[src/rtl/tgate_pkg.sv]
package tgate_pkg;

    localparam int SRC_SEL_W = 2;

    typedef enum logic [1:0] {
        SP_IDLE   = 2'd0,
        SP_ARMED  = 2'd1,
        SP_ACTIVE = 2'd2
    } sp_state_e;

    typedef struct packed {
        logic cmp2;
        logic cmp1;
        logic match;
        logic pin;
    } gate_src_t;

    function automatic logic pick_src(input gate_src_t s, input logic [SRC_SEL_W-1:0] sel);
        logic r;
        case (sel)
            2'd0:    r = s.pin;
            2'd1:    r = s.match;
            2'd2:    r = s.cmp1;
            default: r = s.cmp2;
        endcase
        return r;
    endfunction

endpackage

[src/rtl/tgate_select.sv]
module tgate_select
    import tgate_pkg::*;
#(
    parameter int STAGES = 1
) (
    input  logic                 clk,
    input  logic                 rst,
    input  gate_src_t            src,
    input  logic [SRC_SEL_W-1:0] sel,
    input  logic                 pol,
    output logic                 lvl
);
    logic pol_c;
    assign pol_c = pick_src(src, sel) ^ pol;

    generate
        if (STAGES <= 1) begin : g_one
            logic st_q;
            always_ff @(posedge clk) begin
                if (rst) st_q <= 1'b0;
                else     st_q <= pol_c;
            end
            assign lvl = st_q;
        end else begin : g_chain
            logic [STAGES-1:0] st_q;
            always_ff @(posedge clk) begin
                if (rst) st_q <= '0;
                else     st_q <= {st_q[STAGES-2:0], pol_c};
            end
            assign lvl = st_q[STAGES-1];
        end
    endgenerate
endmodule

[src/rtl/tgate_toggle.sv]
module tgate_toggle (
    input  logic clk,
    input  logic rst,
    input  logic lvl,
    input  logic active,
    input  logic tog,
    output logic qual
);
    logic lvl_q;
    logic t_q;

    always_ff @(posedge clk) begin
        if (rst) begin
            lvl_q <= 1'b0;
            t_q   <= 1'b0;
        end else begin
            lvl_q <= lvl;
            if (active && tog) t_q <= t_q ^ (lvl & ~lvl_q);
            else               t_q <= 1'b0;
        end
    end

    assign qual = tog ? t_q : lvl;
endmodule

[src/rtl/tgate_onepulse.sv]
module tgate_onepulse
    import tgate_pkg::*;
(
    input  logic clk,
    input  logic rst,
    input  logic qual,
    input  logic mode_ok,
    input  logic go,
    output logic ce,
    output logic busy,
    output logic irq
);
    sp_state_e st_q, st_n;
    logic      qual_q;
    logic      rise;
    logic      done;

    assign rise = qual & ~qual_q;
    assign done = mode_ok && (st_q == SP_ACTIVE) && !qual;

    always_comb begin
        st_n = st_q;
        if (!mode_ok) begin
            st_n = SP_IDLE;
        end else begin
            case (st_q)
                SP_IDLE:   if (go)    st_n = SP_ARMED;
                SP_ARMED:  if (rise)  st_n = SP_ACTIVE;
                SP_ACTIVE: if (!qual) st_n = SP_IDLE;
                default:              st_n = SP_IDLE;
            endcase
        end
    end

    always_ff @(posedge clk) begin
        if (rst) begin
            st_q   <= SP_IDLE;
            qual_q <= 1'b0;
            irq    <= 1'b0;
        end else begin
            st_q   <= st_n;
            qual_q <= qual;
            irq    <= done;
        end
    end

    always_comb begin
        case (st_q)
            SP_ARMED:  ce = rise;
            SP_ACTIVE: ce = qual;
            default:   ce = 1'b0;
        endcase
    end

    assign busy = (st_q != SP_IDLE);
endmodule

[src/rtl/tgate_ctrl.sv]
module tgate_ctrl
    import tgate_pkg::*;
#(
    parameter int SAMPLE_STAGES = 1
) (
    input  logic                 clk,
    input  logic                 rst,
    input  logic                 gate_en,
    input  logic [SRC_SEL_W-1:0] src_sel,
    input  logic                 gate_pol,
    input  logic                 toggle_mode,
    input  logic                 single_pulse,
    input  logic                 go_set,
    input  logic                 gate_pin,
    input  logic                 timer_match,
    input  logic                 cmp1_out,
    input  logic                 cmp2_out,
    output logic                 count_en,
    output logic                 gate_val,
    output logic                 go_busy,
    output logic                 gate_irq
);
    gate_src_t srcs;
    logic      lvl;
    logic      qual;
    logic      sp_ce;

    assign srcs = '{cmp2: cmp2_out, cmp1: cmp1_out, match: timer_match, pin: gate_pin};

    tgate_select #(.STAGES(SAMPLE_STAGES)) u_sel (
        .clk (clk),
        .rst (rst),
        .src (srcs),
        .sel (src_sel),
        .pol (gate_pol),
        .lvl (lvl)
    );

    tgate_toggle u_tog (
        .clk    (clk),
        .rst    (rst),
        .lvl    (lvl),
        .active (gate_en),
        .tog    (toggle_mode),
        .qual   (qual)
    );

    tgate_onepulse u_sp (
        .clk     (clk),
        .rst     (rst),
        .qual    (qual),
        .mode_ok (gate_en & single_pulse),
        .go      (go_set),
        .ce      (sp_ce),
        .busy    (go_busy),
        .irq     (gate_irq)
    );

    assign gate_val = qual;

    always_comb begin
        if (!gate_en)          count_en = 1'b1;
        else if (single_pulse) count_en = sp_ce;
        else                   count_en = qual;
    end
endmodule

[config.mk]
export PLATFORM = sky130hd
export DESIGN_NAME = tgate_ctrl
export DESIGN_NICKNAME = d
export VERILOG_FILES = /design/src/rtl/tgate_pkg.sv /design/src/rtl/tgate_select.sv /design/src/rtl/tgate_toggle.sv /design/src/rtl/tgate_onepulse.sv /design/src/rtl/tgate_ctrl.sv
export SDC_FILE = /design/constraint.sdc
export NUM_CORES = 1
export LEC_CHECK = 0
export ABC_AREA = 1
export CORE_AREA = 8 8 45 47
export CTS_CLUSTER_SIZE = 12
export DETAILED_ROUTE_END_ITERATION = 10
export DIE_AREA = 0 0 53 55
export DONT_BUFFER_PORTS = 1
export PLACE_DENSITY = 0.55
export SETUP_SLACK_MARGIN = 0.3
export SYNTH_ARGS = -nofsm -noshare
export SYNTH_HDL_FRONTEND = slang
export SYNTH_SLANG_ARGS = --single-unit
[constraint.sdc]
create_clock -name clk -period 1.2 [get_ports clk]
set_clock_uncertainty 0.05 [all_clocks]
set_input_delay 0.12 -clock clk [delete_from_list [all_inputs] [get_ports clk]]
set_output_delay 0.12 -clock clk [all_outputs]
set_load 0.05 [all_outputs]
# ---- Yosys cells after proc, flatten, opt, wreduce, memory -nomap -nowiden
# Cells that the tools add are included.
dict set report totals {
  ff_bits 7
  in_bits 13
  output_inout_bits 4
  word_cells 41
}
dict set report classes {
  n_eq_ne 7
  mux 9
  n_bitwise 9
  reduce_logical 10
}
# op count
set op_table {}
lappend op_table {{2-bit two-way mux} 3}
lappend op_table {{2-bit one-hot mux with 3 select lines} 1}
lappend op_table {{2-bit by 1-bit == test with 1-bit output (second input constant)} 2}
lappend op_table {{2-bit == test (second input constant)} 2}
lappend op_table {{2-bit zero test} 2}
lappend op_table {{2-bit != test (second input constant)} 2}
lappend op_table {{1-bit NOT} 4}
lappend op_table {{2-bit OR reduction} 2}
lappend op_table {{1-bit AND} 3}
lappend op_table {{1-bit logical AND} 3}
lappend op_table {{1-bit two-way mux} 3}
lappend op_table {{1-bit one-hot mux with 3 select lines} 1}
lappend op_table {{3-bit AND reduction} 1}
lappend op_table {{2-bit by 1-bit != test with 1-bit output (second input constant)} 1}
lappend op_table {{1-bit one-hot mux with 2 select lines} 1}
lappend op_table {{2-bit nonzero test} 1}
lappend op_table {{1-bit XOR} 2}
lappend op_table {{1-bit zero test} 1}

# ---- Longest topological paths before layout
dict set report logic_depth {
  depth_word 5
  mapped_depth 8
  ltp_nobuf 8
}

# ---- Modules after synthesis
# A second synthesis with hierarchy kept.
dict set report hier_totals {
  hier_cells 76
  hier_area_um2 494.2
}
# mod n_inst cells_each area_each_um2 seq_area_each_um2
set modules_own_cells {}
lappend modules_own_cells {tgate_onepulse 1 43 282.8 80.1}
lappend modules_own_cells {tgate_select 1 14 91.3 20.0}
lappend modules_own_cells {tgate_toggle 1 13 88.8 40.0}
lappend modules_own_cells {tgate_ctrl 1 6 31.3 0.0}

# ---- Worst setup path after synthesis
# OpenSTA, ideal clock, no wires.
dict set report synth_timing {
  kind {reg-to-reg}
  startpoint {register u_sp.st_q[0]}
  endpoint {register u_sp.st_q[1]}
  setup_time_ps 116
  t_arrival_ps 1342
  path_slack_ps -308
  stages_incl_launch_ff 9
  path_buffers 0
  synth_period_minus_slack_ps 1508
  path_cell_list {dfxtp_1 -> inv_1 -> ha_1 -> inv_1 -> nor2_1 -> a21oi_4 -> nand2_1 -> nand2_1 -> a21oi_1}
}
dict set report synth_between {
  elab_chain_cells 3
  word_cells_on_any_way 8
}
# item line
set synth_rtl {}
lappend synth_rtl {{start, declared} tgate_onepulse.sv:13} ;# sp_state_e st_q, st_n;
lappend synth_rtl {{start signal, assigned} tgate_onepulse.sv:41} ;# st_q <= st_n;
lappend synth_rtl {{2-bit by 1-bit == test with 1-bit output (tied with other cells)} tgate_onepulse.sv:26} ;# case (st_q)
lappend synth_rtl {{2-bit by 1-bit != test with 1-bit output (no line) / 2-bit != test (equally long branches)} --}
lappend synth_rtl {{3-bit AND reduction (no line)} --}
# Parallel ways exist; a longest one is shown, timed or not.
# A chain may end at the register's enable or synchronous reset.

# ---- Final worst setup path
dict set report layout_timing {
  startpoint {register u_sp.st_q[1]}
  endpoint {output port count_en}
}
dict set report layout_between {
  elab_chain_cells 4
  word_cells_on_any_way 5
}
# item line
set layout_rtl {}
lappend layout_rtl {{2-bit == test / 2-bit by 1-bit == test with 1-bit output (equally long branches)} tgate_onepulse.sv:48} ;# case (st_q)
lappend layout_rtl {{1-bit one-hot mux with 2 select lines (*)} tgate_onepulse.sv:48}
lappend layout_rtl {{1-bit two-way mux (*)} tgate_ctrl.sv:63} ;# else if (single_pulse) count_en = sp_ce;
lappend layout_rtl {{1-bit two-way mux (*)} tgate_ctrl.sv:62} ;# if (!gate_en) count_en = 1'b1;
lappend layout_rtl {{end, declared} tgate_ctrl.sv:18} ;# output logic count_en,
# Mark *: on every way between the ends. The rest lies on a longest branch, timed or not.

==> results.tsv <==
metric	value	unit
run status	finished, violations left	
failing checks	negative setup slack	
initial antenna violation count	0	
switching pwr	0.000171	W
pin count of the biggest net entering global routing	6	
clock-pin slew on the worst setup and hold paths	0.06	ns
CP arrival	1.23	ns
Internal Power	0.000419	W
wirelength, routed	1080	um
row count	14	
P per Cell Area	845	nW/um^2
Layout fillers	131	
via count of the routed design	425	
Seq cells post-synth	7	
Worst Slack Setup Final	-0.198	ns
total CTS buffers	3	
final non-filler cell total	92	
leakage power	0.300	nW
Clock Latency Late Sink	0.25	ns
Avg Vias per Cell	4.62	
DRC violations left	0	
Synth Area in Compound Gates	14.5	%
WL/cell	11.7	um
Critical Path Source	u_sp.st_q[1]	
synthesized area	424	sq um
most common cell after layout, fill and taps aside	inv_1	
CTS tree	done	
Final Wtd Congestion	0.680	
# port buffers	0	
Max-Cap Viols	0	
Worst Max-Slew Pin Slew	0.234	ns
setup violators final	2	
fin util	50.5	%
reg2reg start	u_sp.st_q[1]	
clock tree buffer depth	2	
Netlist cell types	12	
Worst Path Required	1.03	ns
clock sinks	7	
largest family of logic cells by synthesized area	simple AND/OR/NAND/NOR gates	
Post-DRT Antenna Nets	0	
vias in the first global route	459	
Worst Setup Start Kind	register	
Initial Util	30.7	%
die area	2920	sq um
Avg Cell Area, Syn	6.95	sq um
layout cells sized above 1	48.7	%
Seq/Total Area, Yosys	33.0	%
grt total ovfl	0	
fin crit share	116	%
most frequent cells in the layout	8 x inv_1, 7 x nand2_1, 7 x nor2_1	
Simple-Gate Fraction of Synth Area	31.0	%
top cell type's share of synthesized area	33.0	%
pre-CTS WS	-0.0563	ns
Final Hold Fails	0	
worst hold path class	primary input to register	
Sequential Power Share	41.3	%
DIE WIDTH	53	um
Critical Path End Type	primary output	
Comb pwr share	22.3	%
sw frac	29.0	%
Setup Crit Path Kind	register to primary output	
wire length of the first global-routing pass	1730	um
CP max FO	3	
clock network power share	36.4	%
drt first-iter violations	5	
Cells after Synth	61	
f_max	716	MHz
Placed Cells	81	
Slew HR	84.4	%
maximum vdd drop	536	uV
multiplexer share of the synthesized area	0	%
max-slew violations	0	
htree depth	1	
# nets final	94	
warnings from Yosys	0	
XOR/XNOR share of the synthesized area	0	%
Syn Nets	78	
core area	1380	sq um
I/O pin count	17	
largest area contributor in the netlist	dfxtp_1	
unrepaired setup endpoints after global routing	true	
Root Driver	clkbuf_4	
top post-synthesis cells by area	dfxtp_1 33%, ha_1 12%, inv_1 9.7%	
chip height	55	um
Final Critical Period	1.40	ns
drt pass-1 iters	4	
# diodes	0	
hpwl dp	801	um
area share of fa/ha/maj cells after synthesis	11.8	%
synth-to-layout area growth	64.6	%
Total GRT Usage	8.04	%
worst hold start	single_pulse	
## power by group through the flow
| stage | registers, W | clock network, W | logic [W] |
|---|---|---|---|
| finish | 0.000243 | 0.000215 | 0.000131 |
| detailed placement | 0.000251 | 0 | 0.000101 |
| global placement | 0.000251 | 0 | 0.0000994 |
| floorplan | 0.000250 | 0 | 0.0000828 |
| CTS | 0.000245 | 0.000220 | 0.000124 |
| global route | 0.000244 | 0.000238 | 0.000145 |
## per-stage QoR
stage / total power [W] / TNS (ns) / area [sq um] / hold WS [ns]
after global routing: 0.000626 / -0.523 / 698 / 0.0736
after detailed placement: 0.000352 / -0.0769 / 518 / 0.143
after global placement: 0.000350 / -0.0179 / 518 / 0.144
final: 0.000590 / -0.244 / 698 / 0.0550
after floorplan: 0.000333 / -0.292 / 468 / 0.139
after CTS: 0.000590 / -0.273 / 657 / 0.00424
## worst max-delay path: stages (launching register included)
cell and delay (ns):
dfxtp_4 0.37, inv_6 0.08, ha_4 0.13, nand3_2 0.07
nand2_2 0.08, nand3_2 0.10, nand2_4 0.16
## area by class of cell
cell class | count | area (sq um) | area share [%]
repair buffers | 11 | 105 | 15.1
multi-input cells | 43 | 340 | 48.7
flip-flops and latches | 7 | 154 | 22.0
well taps | 16 | 20.0 | 2.87
clock buffers | 4 | 26.3 | 3.76
inverters | 11 | 52.6 | 7.53
## final timing paths
path | endpoint | slack (ns) | depth (start not counted)
max reg2reg | u_sp.st_q[1] | 0 | 8
max | count_en | -0.20 | 6
min | u_sp.irq | 0.05 | 4
min reg2reg | u_tog.lvl_q | 0.45 | 2
## what timing repair did
item / 4_1_cts / 5_1_grt
hold endpoints to repair: 6 / 0
buffers inserted: 3 / 2
pin swaps: 5 / 7
resized for setup: 19 / 8
endpoints found under the setup margin: 7 / 7
hold buffers: 2 / 0
## cell usage after synthesis
| library cell | number |
|---|---|
| a21oi_1 | 5 |
| a21oi_4 | 1 |
| dfxtp_1 | 7 |
| ha_1 | 4 |
| inv_1 | 11 |
| nand2_1 | 10 |
| nand2_2 | 3 |
| nand2_4 | 1 |
| nand3_1 | 4 |
| nor2_1 | 9 |
| nor3_1 | 2 |
| o21ai_0 | 4 |
## cells by family (layout without fill, tap and decap cells)
| logic type | Yosys count | count (layout) |
|---|---|---|
| simple gates | 29 | 29 |
| flops | 7 | 7 |
| fa+ha+maj | 4 | 4 |
| compound gates | 10 | 10 |
| buf+inv | 11 | 26 |
## flip-flops by register name, summed over array words and instances, names as in the netlist
name         flops
u_sp.qual_q      1
u_tog.lvl_q      1
u_tog.t_q        1
u_sel.lvl        1
u_sp.irq         1
u_sp.st_q        2
## routing by layer
layer	global-route usage, %	vias to the layer above	wire length [um]	part of all wire, %
li1	-	224	-	-
met1	7.00	185	393	37
met2	15.0	14	578	54
met3	3.21	2	92	8.6
met4	5.17	0	10	0.93
met5	0	-	0	0
(Power assumes the default switching activity.)
